$ cat src/rtl/ldx_pkg.sv
package ldx_pkg;
  parameter int unsigned XW  = 32;
  parameter int unsigned RIW = 4;

  typedef enum logic [2:0] {
    K_DONE    = 3'd0,
    K_LITERAL = 3'd1,
    K_UNPRIV  = 3'd2,
    K_UNDEF   = 3'd3,
    K_FOREIGN = 3'd4,
    K_ITPC    = 3'd5
  } kind_e;

  typedef struct packed {
    logic [RIW-1:0] rn;
    logic [RIW-1:0] rt;
    logic [XW-1:0]  imm;
    logic           index;
    logic           add;
    logic           wback;
    kind_e          kind;
  } dec_t;
endpackage

$ cat src/rtl/ldx_rst_sync.sv
module ldx_rst_sync #(
  parameter int unsigned STAGES = 2
) (
  input  logic clk,
  input  logic rst_n,
  output logic srst_n
);
  logic [STAGES-1:0] sync_q;

  always_ff @(posedge clk or negedge rst_n) begin
    if (!rst_n) sync_q <= '0;
    else        sync_q <= {sync_q[STAGES-2:0], 1'b1};
  end

  assign srst_n = sync_q[STAGES-1];
endmodule

$ cat src/rtl/ldx_decode.sv
module ldx_decode
  import ldx_pkg::*;
#(
  parameter int unsigned SP_IDX = 13,
  parameter int unsigned PC_IDX = 15
) (
  input  logic [XW-1:0] instr,
  input  logic          compact,
  input  logic          it_inside,
  input  logic          it_last,
  output dec_t          dec
);
  localparam logic [RIW-1:0] SP_R = RIW'(SP_IDX);
  localparam logic [RIW-1:0] PC_R = RIW'(PC_IDX);

  logic pc_in_group;
  assign pc_in_group = it_inside && !it_last;

  always_comb begin
    dec      = '0;
    dec.kind = K_FOREIGN;
    if (!compact) begin
      if (instr[31:28] != 4'hF && instr[27:25] == 3'b010 && !instr[22] && instr[20]) begin
        dec.rn    = instr[19:16];
        dec.rt    = instr[15:12];
        dec.imm   = XW'(instr[11:0]);
        dec.index = instr[24];
        dec.add   = instr[23];
        dec.wback = !instr[24] || instr[21];
        if (dec.rn == PC_R)                dec.kind = K_LITERAL;
        else if (!instr[24] && instr[21])  dec.kind = K_UNPRIV;
        else                               dec.kind = K_DONE;
      end
    end else if (instr[31:27] == 5'b01101) begin
      dec.rn    = RIW'(instr[21:19]);
      dec.rt    = RIW'(instr[18:16]);
      dec.imm   = XW'({instr[26:22], 2'b00});
      dec.index = 1'b1;
      dec.add   = 1'b1;
      dec.kind  = K_DONE;
    end else if (instr[31:27] == 5'b10011) begin
      dec.rn    = SP_R;
      dec.rt    = RIW'(instr[26:24]);
      dec.imm   = XW'({instr[23:16], 2'b00});
      dec.index = 1'b1;
      dec.add   = 1'b1;
      dec.kind  = K_DONE;
    end else if (instr[31:20] == 12'hF8D) begin
      dec.rn    = instr[19:16];
      dec.rt    = instr[15:12];
      dec.imm   = XW'(instr[11:0]);
      dec.index = 1'b1;
      dec.add   = 1'b1;
      if (dec.rn == PC_R)                          dec.kind = K_LITERAL;
      else if (dec.rt == PC_R && pc_in_group)      dec.kind = K_ITPC;
      else                                         dec.kind = K_DONE;
    end else if (instr[31:20] == 12'hF85 && instr[11]) begin
      dec.rn    = instr[19:16];
      dec.rt    = instr[15:12];
      dec.imm   = XW'(instr[7:0]);
      dec.index = instr[10];
      dec.add   = instr[9];
      dec.wback = instr[8];
      if (dec.rn == PC_R)                              dec.kind = K_LITERAL;
      else if (instr[10] && instr[9] && !instr[8])     dec.kind = K_UNPRIV;
      else if (!instr[10] && !instr[8])                dec.kind = K_UNDEF;
      else if (dec.rt == PC_R && pc_in_group)          dec.kind = K_ITPC;
      else                                             dec.kind = K_DONE;
    end
  end
endmodule

$ cat src/rtl/ldx_agen.sv
module ldx_agen
  import ldx_pkg::*;
(
  input  logic [XW-1:0] base,
  input  logic [XW-1:0] imm,
  input  logic          add,
  input  logic          index,
  output logic [XW-1:0] offs_addr,
  output logic [XW-1:0] mem_addr
);
  always_comb begin
    offs_addr = add ? (base + imm) : (base - imm);
    mem_addr  = index ? offs_addr : base;
  end
endmodule

$ cat src/rtl/ldx_seq.sv
module ldx_seq (
  input  logic clk,
  input  logic rst_n,
  input  logic srst_n,
  input  logic accept,
  input  logic refuse,
  input  logic req_ready,
  input  logic rsp_valid,
  output logic idle,
  output logic req_phase,
  output logic rsp_fire,
  output logic fin_phase
);
  typedef enum logic [1:0] {S_IDLE, S_REQ, S_WAIT, S_FIN} st_e;
  st_e st_q, st_d;

  always_comb begin
    st_d = st_q;
    case (st_q)
      S_IDLE: if (accept)    st_d = refuse ? S_FIN : S_REQ;
      S_REQ:  if (req_ready) st_d = S_WAIT;
      S_WAIT: if (rsp_valid) st_d = S_IDLE;
      S_FIN:                 st_d = S_IDLE;
      default:               st_d = S_IDLE;
    endcase
  end

  always_ff @(posedge clk or negedge srst_n) begin
    if (!srst_n) st_q <= S_IDLE;
    else         st_q <= st_d;
  end

  assign idle      = (st_q == S_IDLE);
  assign req_phase = (st_q == S_REQ);
  assign rsp_fire  = (st_q == S_WAIT) && rsp_valid;
  assign fin_phase = (st_q == S_FIN);


  completion_then_idle_chk: assert property (@(posedge clk) disable iff (!rst_n)
    (rsp_fire || fin_phase) |=> idle);


  refuse_no_request_chk: assert property (@(posedge clk) disable iff (!rst_n)
    (accept && refuse && idle) |=> fin_phase && !req_phase);
endmodule

$ cat src/rtl/ldx_unit.sv
module ldx_unit
  import ldx_pkg::*;
#(
  parameter int unsigned SP_IDX = 13,
  parameter int unsigned PC_IDX = 15
) (
  input  logic           clk,
  input  logic           rst_n,
  input  logic           in_valid,
  output logic           in_ready,
  input  logic [XW-1:0]  in_instr,
  input  logic           in_compact,
  input  logic           in_it_inside,
  input  logic           in_it_last,
  output logic [RIW-1:0] base_ridx,
  input  logic [XW-1:0]  base_rdata,
  output logic           req_valid,
  input  logic           req_ready,
  output logic [XW-1:0]  req_addr,
  input  logic           rsp_valid,
  input  logic [XW-1:0]  rsp_data,
  output logic           busy,
  output logic           done,
  output logic [2:0]     done_kind,
  output logic           hazard,
  output logic           align_err,
  output logic           wb_we,
  output logic [RIW-1:0] wb_idx,
  output logic [XW-1:0]  wb_data,
  output logic           dst_we,
  output logic [RIW-1:0] dst_idx,
  output logic [XW-1:0]  dst_data,
  output logic           br_valid,
  output logic [XW-1:0]  br_target
);
  localparam logic [RIW-1:0] PC_R = RIW'(PC_IDX);

  logic          srst_n;
  dec_t          dec;
  logic [XW-1:0] offs_addr, mem_addr;
  logic          idle, req_phase, rsp_fire, fin_phase, accept;

  ldx_rst_sync #(.STAGES(2)) u_rst (
    .clk(clk), .rst_n(rst_n), .srst_n(srst_n)
  );

  ldx_decode #(.SP_IDX(SP_IDX), .PC_IDX(PC_IDX)) u_dec (
    .instr(in_instr), .compact(in_compact),
    .it_inside(in_it_inside), .it_last(in_it_last), .dec(dec)
  );

  ldx_agen u_agen (
    .base(base_rdata), .imm(dec.imm), .add(dec.add), .index(dec.index),
    .offs_addr(offs_addr), .mem_addr(mem_addr)
  );

  assign accept = in_valid && idle;

  ldx_seq u_seq (
    .clk(clk), .rst_n(rst_n), .srst_n(srst_n),
    .accept(accept), .refuse(dec.kind != K_DONE),
    .req_ready(req_ready), .rsp_valid(rsp_valid),
    .idle(idle), .req_phase(req_phase), .rsp_fire(rsp_fire), .fin_phase(fin_phase)
  );

  // captured instruction context
  logic [XW-1:0]  addr_q, offs_q, addr_d, offs_d;
  logic [RIW-1:0] rn_q, rt_q, rn_d, rt_d;
  logic           wback_q, wback_d;
  kind_e          kind_q, kind_d;

  always_comb begin
    addr_d  = addr_q;
    offs_d  = offs_q;
    rn_d    = rn_q;
    rt_d    = rt_q;
    wback_d = wback_q;
    kind_d  = kind_q;
    if (accept) begin
      addr_d  = mem_addr;
      offs_d  = offs_addr;
      rn_d    = dec.rn;
      rt_d    = dec.rt;
      wback_d = dec.wback;
      kind_d  = dec.kind;
    end
  end

  always_ff @(posedge clk or negedge srst_n) begin
    if (!srst_n) begin
      addr_q  <= '0;
      offs_q  <= '0;
      rn_q    <= '0;
      rt_q    <= '0;
      wback_q <= 1'b0;
      kind_q  <= K_DONE;
    end else if (accept) begin
      addr_q  <= addr_d;
      offs_q  <= offs_d;
      rn_q    <= rn_d;
      rt_q    <= rt_d;
      wback_q <= wback_d;
      kind_q  <= kind_d;
    end
  end

  logic pc_dst, aligned;
  assign pc_dst  = (rt_q == PC_R);
  assign aligned = (addr_q[1:0] == 2'b00);

  assign in_ready  = idle;
  assign busy      = !idle;
  assign base_ridx = dec.rn;
  assign req_valid = req_phase;
  assign req_addr  = addr_q;
  assign done      = rsp_fire || fin_phase;
  assign done_kind = kind_q;
  assign hazard    = rsp_fire && wback_q && (rn_q == rt_q);
  assign align_err = rsp_fire && pc_dst && !aligned;
  assign wb_we     = rsp_fire && wback_q;
  assign wb_idx    = rn_q;
  assign wb_data   = offs_q;
  assign dst_we    = rsp_fire && !pc_dst;
  assign dst_idx   = rt_q;
  assign dst_data  = rsp_data;
  assign br_valid  = rsp_fire && pc_dst && aligned;
  assign br_target = rsp_data;


  req_hold_chk: assert property (@(posedge clk) disable iff (!rst_n)
    (req_valid && !req_ready) |=> (req_valid && $stable(req_addr)));


  branch_excl_chk: assert property (@(posedge clk) disable iff (!rst_n)
    br_valid |-> (!dst_we && !align_err && done));


  refuse_quiet_chk: assert property (@(posedge clk) disable iff (!rst_n)
    (done && done_kind != 3'd0) |-> (!wb_we && !dst_we && !br_valid && !hazard));


  hazard_ports_chk: assert property (@(posedge clk) disable iff (!rst_n)
    hazard |-> (wb_we && dst_we && wb_idx == dst_idx));


  busy_ready_chk: assert property (@(posedge clk) disable iff (!rst_n)
    $onehot0({in_ready, busy}) && (in_ready || busy));
endmodule

$ cat config.mk
export PLATFORM = sky130hd
export DESIGN_NAME = ldx_unit
export DESIGN_NICKNAME = d
export VERILOG_FILES = /design/src/rtl/ldx_pkg.sv /design/src/rtl/ldx_rst_sync.sv /design/src/rtl/ldx_decode.sv /design/src/rtl/ldx_agen.sv /design/src/rtl/ldx_seq.sv /design/src/rtl/ldx_unit.sv
export SDC_FILE = /design/constraint.sdc
export NUM_CORES = 1
export LEC_CHECK = 0
export BUFFER_PORTS_ARGS = -buffer_cell sky130_fd_sc_hd__buf_2
export CORE_MARGIN = 3
export CORE_UTILIZATION = 50
export DETAILED_ROUTE_END_ITERATION = 6
export GPL_TIMING_DRIVEN = 0
export PLACE_DENSITY = 0.92
export REMOVE_ABC_BUFFERS = 1
export SETUP_SLACK_MARGIN = 0.05
export SLEW_MARGIN = 20
export SYNTH_ARGS = -nofsm -noshare
export SYNTH_HDL_FRONTEND = slang
export SYNTH_SLANG_ARGS = --single-unit
$ cat constraint.sdc
create_clock -name clk -period 3.5 [get_ports clk]
set_clock_uncertainty 0.15 [all_clocks]
set_input_delay 0.7 -clock clk [delete_from_list [all_inputs] [get_ports clk]]
set_output_delay 0.7 -clock clk [all_outputs]
set_load 0.005 [all_outputs]
* After elaboration in Yosys (flattened, before gate mapping) *
Cells that the tools add are included.

word-level totals
  output and inout bits = 152
  bits of input ports = 104
  word-level logic and storage cells = 84
  register bits = 80

operators by class
  multiplexer cells = 26
  add/sub/neg operators = 2
  equality and inequality tests = 16
  reduce and logical (&&, ||, !) cells = 32

operator list
  cell                                                                    count
  46-bit two-way mux                                                      3
  42-bit two-way mux                                                      3
  32-bit two-way mux                                                      2
  32-bit adder                                                            1
  32-bit subtractor                                                       1
  3-bit two-way mux                                                       9
  12-bit equality test (second input constant)                            2
  1-bit logical AND                                                       18
  4-bit equality test (second input constant)                             3
  2-bit two-way mux                                                       5
  1-bit logical NOT                                                       8
  2-bit case mux with 4 select lines                                      1
  5-bit by 4-bit equality test with 1-bit output (second input constant)  1
  5-bit equality test (second input constant)                             1
  2-bit equality test (second input constant)                             2
  4-bit equality test                                                     1
  2-bit logical NOT                                                       2
  2-bit by 1-bit != test with 1-bit output (second input constant)        2
  4-bit != test (second input constant)                                   1
  3-bit by 2-bit equality test with 1-bit output (second input constant)  1
  1-bit two-way mux                                                       3
  3-bit AND reduction                                                     1
  3-bit nonzero test                                                      1
  2-bit by 1-bit equality test with 1-bit output (second input constant)  1
  2 further kinds                                                         3

* Longest topological paths before layout *
Gate-level depths: netlist of the first run.

  depth after elaboration = 16
  depth in mapped cells = 25
  depth with buffers taken out = 22

* Modules after synthesis *
A second synthesis of the first run with hierarchy kept.

second synthesis, totals
  cell total of the unflattened synthesis = 805
  area, all modules = 7631.1 µm²

modules (own cells, without submodules)
  module        cells each  seq. area each (µm²)  area each (µm²)  times used
  ldx_unit      242         1901.8                3542.1           1
  ldx_agen      445         0.0                   3120.5           1
  ldx_decode    104         0.0                   805.8            1
  ldx_seq       11          50.0                  108.9            1
  ldx_rst_sync  3           50.0                  53.8             1

* Least setup slack after synthesis of the first run *
No wires, ideal clock.

  path type = input to register
  start = input in_instr[28]
  end = register addr_q[29] (netlist: req_addr[29])
  data arrival time = 5.827 ns
  setup slack = -2.559 ns
  library setup time = 0.082 ns
  stages on the path = 21
  path buffers = 0
  required time = 3.268 ns
  path through = or4bb_1 > o21ai_1 > a21oi_1 > or3_1 > nor3_1 > nand2_1 > or4_1 > a22oi_1 > a31oi_1 > ha_1 > a21oi_1 > o21ai_0 > a211oi_1 > o31a_1 > o31ai_1 > o2111a_2 > o31a_4 > o41a_4 > xnor2_2 > or3_1 > a31oi_1

between the ends
  cells in the longest elaborated chain, start to end = 10
  elaborated cells between the ends (all ways) = 19
  classes of those cells = add/sub: 2; eq/ne: 5; mux: 8; reduce/logical: 4

ends and longest elaborated chain
  what                                               line              RTL
  start: declaration                                 ldx_unit.sv:11    input logic [XW-1:0] in_instr,
  12-bit equality test                               ldx_decode.sv:57  end else if (instr[31:20] == 12'hF85 && instr[11]) begin
  1-bit logical AND                                  ldx_decode.sv:57
  46-bit two-way mux                                 ldx_decode.sv:57
  42-bit two-way mux                                 ldx_decode.sv:48  end else if (instr[31:20] == 12'hF8D) begin
  42-bit two-way mux                                 ldx_decode.sv:41  end else if (instr[31:27] == 5'b10011) begin
  42-bit two-way mux                                 ldx_decode.sv:34  end else if (instr[31:27] == 5'b01101) begin
  46-bit two-way mux *                               ldx_decode.sv:22  if (!compact) begin
  32-bit subtractor or 32-bit adder (tied branches)  ldx_agen.sv:12    offs_addr = add ? (base + imm) : (base - imm);
  32-bit two-way mux                                 ldx_agen.sv:12
  32-bit two-way mux *                               ldx_agen.sv:13    mem_addr = index ? offs_addr : base;
  end signal: assignment                             ldx_unit.sv:98    addr_q <= addr_d;
  end: declaration                                   ldx_unit.sv:67    logic [XW-1:0] addr_q, offs_q, addr_d, offs_d;

Every way passes the cells marked *; elsewhere a longest branch is shown, timed or not.
A chain may end at the register's enable or synchronous reset.

* Final worst setup path of the first run *
Same ends and word-level chain as after synthesis.

==> results_dict.tcl, run 1 <==
set metrics [dict create \
    combPwrFrac_pct 45.0 \
    yosysSeqAreaShare_pct 30.0 \
    cts.clk_slew.worst_paths_ps 60 \
    path_class "in2reg" \
    ir_worst_vdd_mv 0.315 \
    cts_tree "done" \
    drc_errors 0 \
    drt_first_pass_iters 6 \
    clock_sinks 80 \
    htreeDepth 3 \
    drtIter0Drc 591 \
    end_kind "register" \
    finalPower_mw 4.69 \
    async_reset_ff_share_pct 100 \
    final_cell_mix "buf_2 (151), nand2_1 (103), dfrtp_1 (79)" \
    crit_fanout 5 \
    power_frac_seq_pct 32.8 \
    rsz0062_at_grt "yes" \
    synth_top_family_by_area "compound AO/OA/AOI/OAI gates" \
    worstMarginPinSlew_ps 1100 \
    powerDensity_nw_per_um2 519 \
    critical_path_buf_inv_count 1 \
    p_sw_mw 1.74 \
    status "complete, but fails checks" \
    hold_slack_ps 152 \
    syn_area_um2 6660 \
    fin_nets 1111 \
    die_area_um2 14700 \
    drive_gt1_share_pct 42.5 \
    cpMostUsedCell "o21ai_2" \
    start_util_pct 52.0 \
    synth_mux_area_share_pct 1.46 \
    syn2layout_area_growth_pct 35.6 \
    gp_congestion 0.938 \
    violations "setup timing" \
    ys.flop_type "dfrtp_1" \
    clock_power_share_pct 22.1 \
    ys_types 81 \
    period_minus_slack_ps 5780 \
    ys_ff_latch 80 \
    maxCapViolations 0 \
    final_common_cell "buf_2" \
    dr_total_vias 7024 \
    grt_pass1_vias 6509 \
    drt_wl_total_um 24000 \
    worst_slack_ps -2280 \
    p_leak_nw 4.42 \
    synth-edff-count 0 \
    numCtsBuffers 9 \
    setup_tns_ps -82440 \
    synth_compound_area_share_pct 24.7 \
    grt_antenna_before_repair 0 \
    cp_top_family "compound AO/OA/AOI/OAI gates" \
    synth_cells 823 \
    clkLatencyLatePin_ps 350 \
    grt_max_degree 84 \
    slowest_delay_ps 580 \
    post-dp-hpwl_um 15500 \
    vias_per_cell 6.10 \
    intPower_mw 2.95 \
    synth-simple-area-share_pct 20.5 \
    fill_cells 905 \
    path_cells "buf_8, or4bb_4, o21ai_2, a21oi_2, or3_4, nor3_4, nand2_2, or4_4, a22oi_2, a31oi_4, ha_4, a21oi_4, o21ai_2, a211oi_2, o31a_1, o31ai_4, o2111a_2, o31a_4, o41a_4, xnor2_2, or3_1, a31oi_1" \
    fin_crit_sh_pct 165 \
    drv_slew 0 \
    synth_xor_area_share_pct 5.62 \
    antenna_left 0 \
    grt_pass1_wl_um 34300 \
    required_ps 3620 \
    port_buffers 159 \
    critPathSlowestCell "or4bb_4" \
    die_y_um 121 \
    core-area_um2 12800 \
    synth_adder_area_share_pct 6.63 \
    syn_avg_cell_area_um2 8.10 \
    holdCritPathClass "reg2async" \
    boundaryPins 256 \
    sw_frac_of_total_pct 37.2 \
    yosysWarnings 0 \
    max_freq_mhz 173 \
    cts_root_buf "clkbuf_16" \
    fp-row-count 41 \
    hold_viol 0 \
    antenna_cells 0 \
    startpoint_type "input port" \
    slew-limit-headroom_pct 25.8 \
    setup_viol 59 \
    wl_per_cell_um 20.8 \
    critPathArrivalTime_ps 5890 \
    fp.dieW_um 121 \
    grt-ovfl-total 0 \
    grt_util_all_layers_pct 29.9 \
    cts_buffer_depth 2 \
]
==> worst paths after layout <==
path | startpoint | end | slack, ps | cells past startpoint
worst max-delay path | in_instr[28] | req_addr[29]$_DFFE_PN0P_ | -2280 | 22
worst min-delay path | u_rst.sync_q[1]$_DFF_PN0_ | wb_idx[0]$_DFFE_PN0P_ | 150 | 0
worst max register to register | u_seq.st_q[0]$_DFFE_PN0P_ | wb_data[22]$_DFFE_PN0P_ | 1440 | 4
worst min register to register | u_rst.sync_q[1]$_DFF_PN0_ | wb_idx[0]$_DFFE_PN0P_ | 150 | 0
max in group asynchronous | u_rst.sync_q[1]$_DFF_PN0_ | wb_data[16]$_DFFE_PN0P_ | 2410 | 1
min in group clk | u_rst.sync_q[0]$_DFF_PN0_ | u_rst.sync_q[1]$_DFF_PN0_ | 200 | 0
==> power by group through the flow <==
stage	logic [mW]	clock network, mW	registers, mW
2_1_floorplan	0.917	0	1.57
3_3_place_gp	1.62	0	1.54
3_5_place_dp	1.72	0	1.54
4_1_cts	1.92	1.04	1.53
5_1_grt	2.31	1.09	1.58
6_report	2.11	1.04	1.54
==> area by class of cell <==
class	count	area, um2	share of cell area, %
clock buffers	10	229	2.53
clock inverters	6	91.3	1.01
inverters	14	52.6	0.582
multi-input cells	620	4790	53.0
flip-flops and latches	80	2010	22.2
well taps	172	215	2.38
repair buffers	249	1650	18.3
==> through the flow <==
step	cells	utilization (%)	worst slack (ps)	area, um2
detailed placement	1051	55.5	-3710	7120
global route	1151	70.4	-2470	9030
floorplan	714	-	-2580	5980
finish	1151	70.4	-2280	9030
global placement	1045	54.5	-3710	6990
CTS	1128	66.3	-2140	8510
==> cell usage after synthesis, types with 3 or more instances <==
cell type / instances / area share, %
mux2_2: 6 / 1.0
buf_4: 70 / 7.9
nand4_1: 6 / 0.56
and3_1: 11 / 1.0
a222oi_1: 3 / 0.45
a22oi_1: 3 / 0.34
a211oi_1: 7 / 0.79
nor2b_1: 7 / 0.66
nand3_1: 19 / 1.4
nor3_1: 10 / 0.75
a31o_2: 4 / 0.53
mux2i_1: 3 / 0.45
nand2b_1: 8 / 0.75
a31o_1: 3 / 0.39
a22o_1: 3 / 0.39
a21oi_1: 62 / 4.7
a21o_1: 23 / 2.6
xor2_1: 16 / 2.1
o21ai_0: 66 / 5.0
and4_1: 3 / 0.39
a31oi_1: 17 / 1.6
clkbuf_1: 34 / 1.9
inv_1: 14 / 0.79
buf_2: 3 / 0.23
o22ai_1: 6 / 0.56
o21a_1: 14 / 1.6
a211o_1: 3 / 0.39
o211ai_1: 6 / 0.68
and2_1: 10 / 0.94
dfrtp_1: 80 / 30
o21ai_1: 10 / 0.75
or3_1: 6 / 0.56
ha_1: 32 / 6.0
xnor2_1: 23 / 3.0
nor2_1: 57 / 3.2
nand2_1: 117 / 6.6
==> logic make-up (layout without fill, tap and decap cells) <==
kind of cell / Yosys count / in the layout
and+or+nand+nor: 280 / 280
adders and majority gates: 35 / 35
buffers and inverters: 123 / 279
DFF: 80 / 80
muxes: 9 / 9
other: 1 / 1
xor gates and xnor gates: 41 / 41
AOI/OAI and AO/OA: 254 / 254
==> sequential cells by signal, summed over array words and instances, names as in the netlist <==
signal,flops
done_kind,3
wb_idx,4
u_rst.sync_q,2
dst_idx,4
wback_q,1
u_seq.st_q,2
req_addr,32
wb_data,32
==> per-layer routing <==
metal | wire (um) | share of wire, % | track usage [%] | vias up
li1 | - | - | - | 3173
met1 | 9230 | 39 | 36.7 | 3295
met2 | 11000 | 46 | 45.6 | 474
met3 | 2830 | 12 | 14.2 | 80
met4 | 844 | 3.5 | 10.8 | 2
met5 | 46 | 0.19 | 4.04 | -
==> what timing repair did <==
action | 4_1_cts | 5_1_grt
cloned | 0 | 0
hold buffers | 1 | 0
gates resized for setup | 152 | 94
endpoints found under the hold margin | 2 | 0
buffers inserted | 60 | 33
pin swaps | 69 | 91
endpoints found under the setup margin | 66 | 63
Power figures use the tool's default switching activity.
==> run 2: changes to the inputs <==
- CORE_UTILIZATION: 50 -> 40
- PLACE_DENSITY: 0.92 -> 0.78
==> results_dict.tcl, run 2 (synthesized netlist as in run 1, its figures left out) <==
set metrics [dict create \
    drtIter0Drc 533 \
    drv_slew 0 \
    clock_sinks 80 \
    critPathArrivalTime_ps 5850 \
    antenna_cells 0 \
    violations "setup timing" \
    path_class "in2reg" \
    period_minus_slack_ps 5730 \
    place_area_um2 7150 \
    numCtsBuffers 9 \
    cts_root_buf "clkbuf_16" \
    cts_buffer_depth 2 \
    fin_crit_sh_pct 164 \
    final_util_pct 55.6 \
    critPathSlowestCell "or4_4" \
    grt_max_degree 77 \
    dr_total_vias 6715 \
    gp_congestion 0.894 \
    holdCritPathClass "reg2async" \
    p_leak_nw 4.31 \
    rsz0062_at_grt "yes" \
    grt-ovfl-total 0 \
    antenna_left 0 \
    post-dp-hpwl_um 16100 \
    cts_tree "done" \
    final_common_cell "buf_2" \
    grt_antenna_before_repair 0 \
    grt_pass1_vias 6298 \
    setup_tns_ps -81730 \
    die_area_um2 18200 \
    ir_worst_vdd_mv 0.233 \
    start_util_pct 41.3 \
    die_y_um 135 \
    grt_pass1_wl_um 35100 \
    clkLatencyLatePin_ps 350 \
    worst_slack_ps -2230 \
    drt_first_pass_iters 6 \
    core-area_um2 16100 \
    hold_viol 0 \
    worstMarginPinSlew_ps 957 \
    port_buffers 159 \
    required_ps 3620 \
    end_kind "register" \
    final_cell_mix "buf_2 (150), nand2_1 (107), dfrtp_1 (79)" \
    syn2layout_area_growth_pct 34.6 \
    drive_gt1_share_pct 41.3 \
    slowest_delay_ps 590 \
    max_freq_mhz 175 \
    fp-row-count 46 \
    crit_fanout 7 \
    htreeDepth 3 \
    powerDensity_nw_per_um2 521 \
    status "complete, but fails checks" \
    drc_errors 0 \
    setup_viol 58 \
    finalPower_mw 4.67 \
    fin_nets 1096 \
    path_cells "buf_8, or4b_4, or4_4, a21oi_2, or3_4, nor3_4, nand2_2, buf_4, buf_6, nor2_4, a31oi_2, ha_2, a21o_1, a211oi_1, o211a_1, o31a_1, o31ai_4, o2111a_2, o31a_4, o41a_4, xnor2_2, or3_1, a31oi_1" \
    vias_per_cell 5.69 \
    maxCapViolations 0 \
    drt_wl_total_um 23400 \
    wl_per_cell_um 19.9 \
    slew-limit-headroom_pct 35.8 \
    final_area_um2 8960 \
    grt_util_all_layers_pct 24.5 \
    startpoint_type "input port" \
    cts.clk_slew.worst_paths_ps 70 \
    boundaryPins 256 \
    fp.dieW_um 135 \
]
==> run 2: critical path, delay by kind of cell <==
kind	cells	cell delay, ps
adders and majority gates	1	390
buffers and inverters	3	310
and+or+nand+nor	7	1800
AOI/OAI and AO/OA	11	2500
xor gates and xnor gates	1	140
==> run 2: cell type report <==
cell class | count | area, um2
Sequential cell | 80 | 2010
Multi-Input combinational cell | 620 | 4800
Tap cell | 216 | 270
Clock inverter | 6 | 92.6
Fill cell | 1436 | 7150
Timing Repair Buffer | 234 | 1520
Inverter | 14 | 52.6
Clock buffer | 10 | 229
==> run 2: where the power goes <==
part           switching, mW  internal [mW]  leakage, nW  total [mW]
sequential             0.223           1.31        0.987        1.53
combinational           1.08           1.00         3.18        2.08
clock                  0.425          0.630        0.149        1.06
==> run 2: path summary, 6_finish.rpt <==
check / cells past startpoint / to / slack, ps / startpoint
setup / recovery: 23 / req_addr[29]$_DFFE_PN0P_ / -2230 / in_instr[26]
hold / removal: 0 / req_addr[2]$_DFFE_PN0P_ / 160 / u_rst.sync_q[1]$_DFF_PN0_
setup reg to reg: 4 / req_addr[28]$_DFFE_PN0P_ / 1280 / u_seq.st_q[0]$_DFFE_PN0P_
hold reg to reg: 0 / req_addr[2]$_DFFE_PN0P_ / 160 / u_rst.sync_q[1]$_DFF_PN0_
max in group asynchronous: 1 / req_addr[18]$_DFFE_PN0P_ / 2430 / u_rst.sync_q[1]$_DFF_PN0_
min in group clk: 0 / u_rst.sync_q[1]$_DFF_PN0_ / 200 / u_rst.sync_q[0]$_DFF_PN0_
==> run 2: what timing repair did <==
item                                    4_1_cts  5_1_grt
hold endpoints to repair                      2        0
buffers inserted                             51       19
pin swaps                                   104       42
endpoints found under the setup margin       66       62
gates resized for setup                     175       56
hold buffers                                  1        0
==> run 2: metrics by stage <==
stage | setup slack [ps] | instances | hold WS, ps
2_1_floorplan | -2580 | 714 | 181
3_3_place_gp | -3790 | 1089 | 184
3_5_place_dp | -3880 | 1094 | 169
4_1_cts | -2160 | 1162 | 175
5_1_grt | -2430 | 1180 | 200
6_report | -2230 | 1180 | 160
==> run 2: layer usage <==
metal / wire length, um / GRT usage [%]
met1: 9690 / 31.5
met2: 10900 / 37.8
met3: 2380 / 10.3
met4: 312 / 5.49
met5: 123 / 6.94
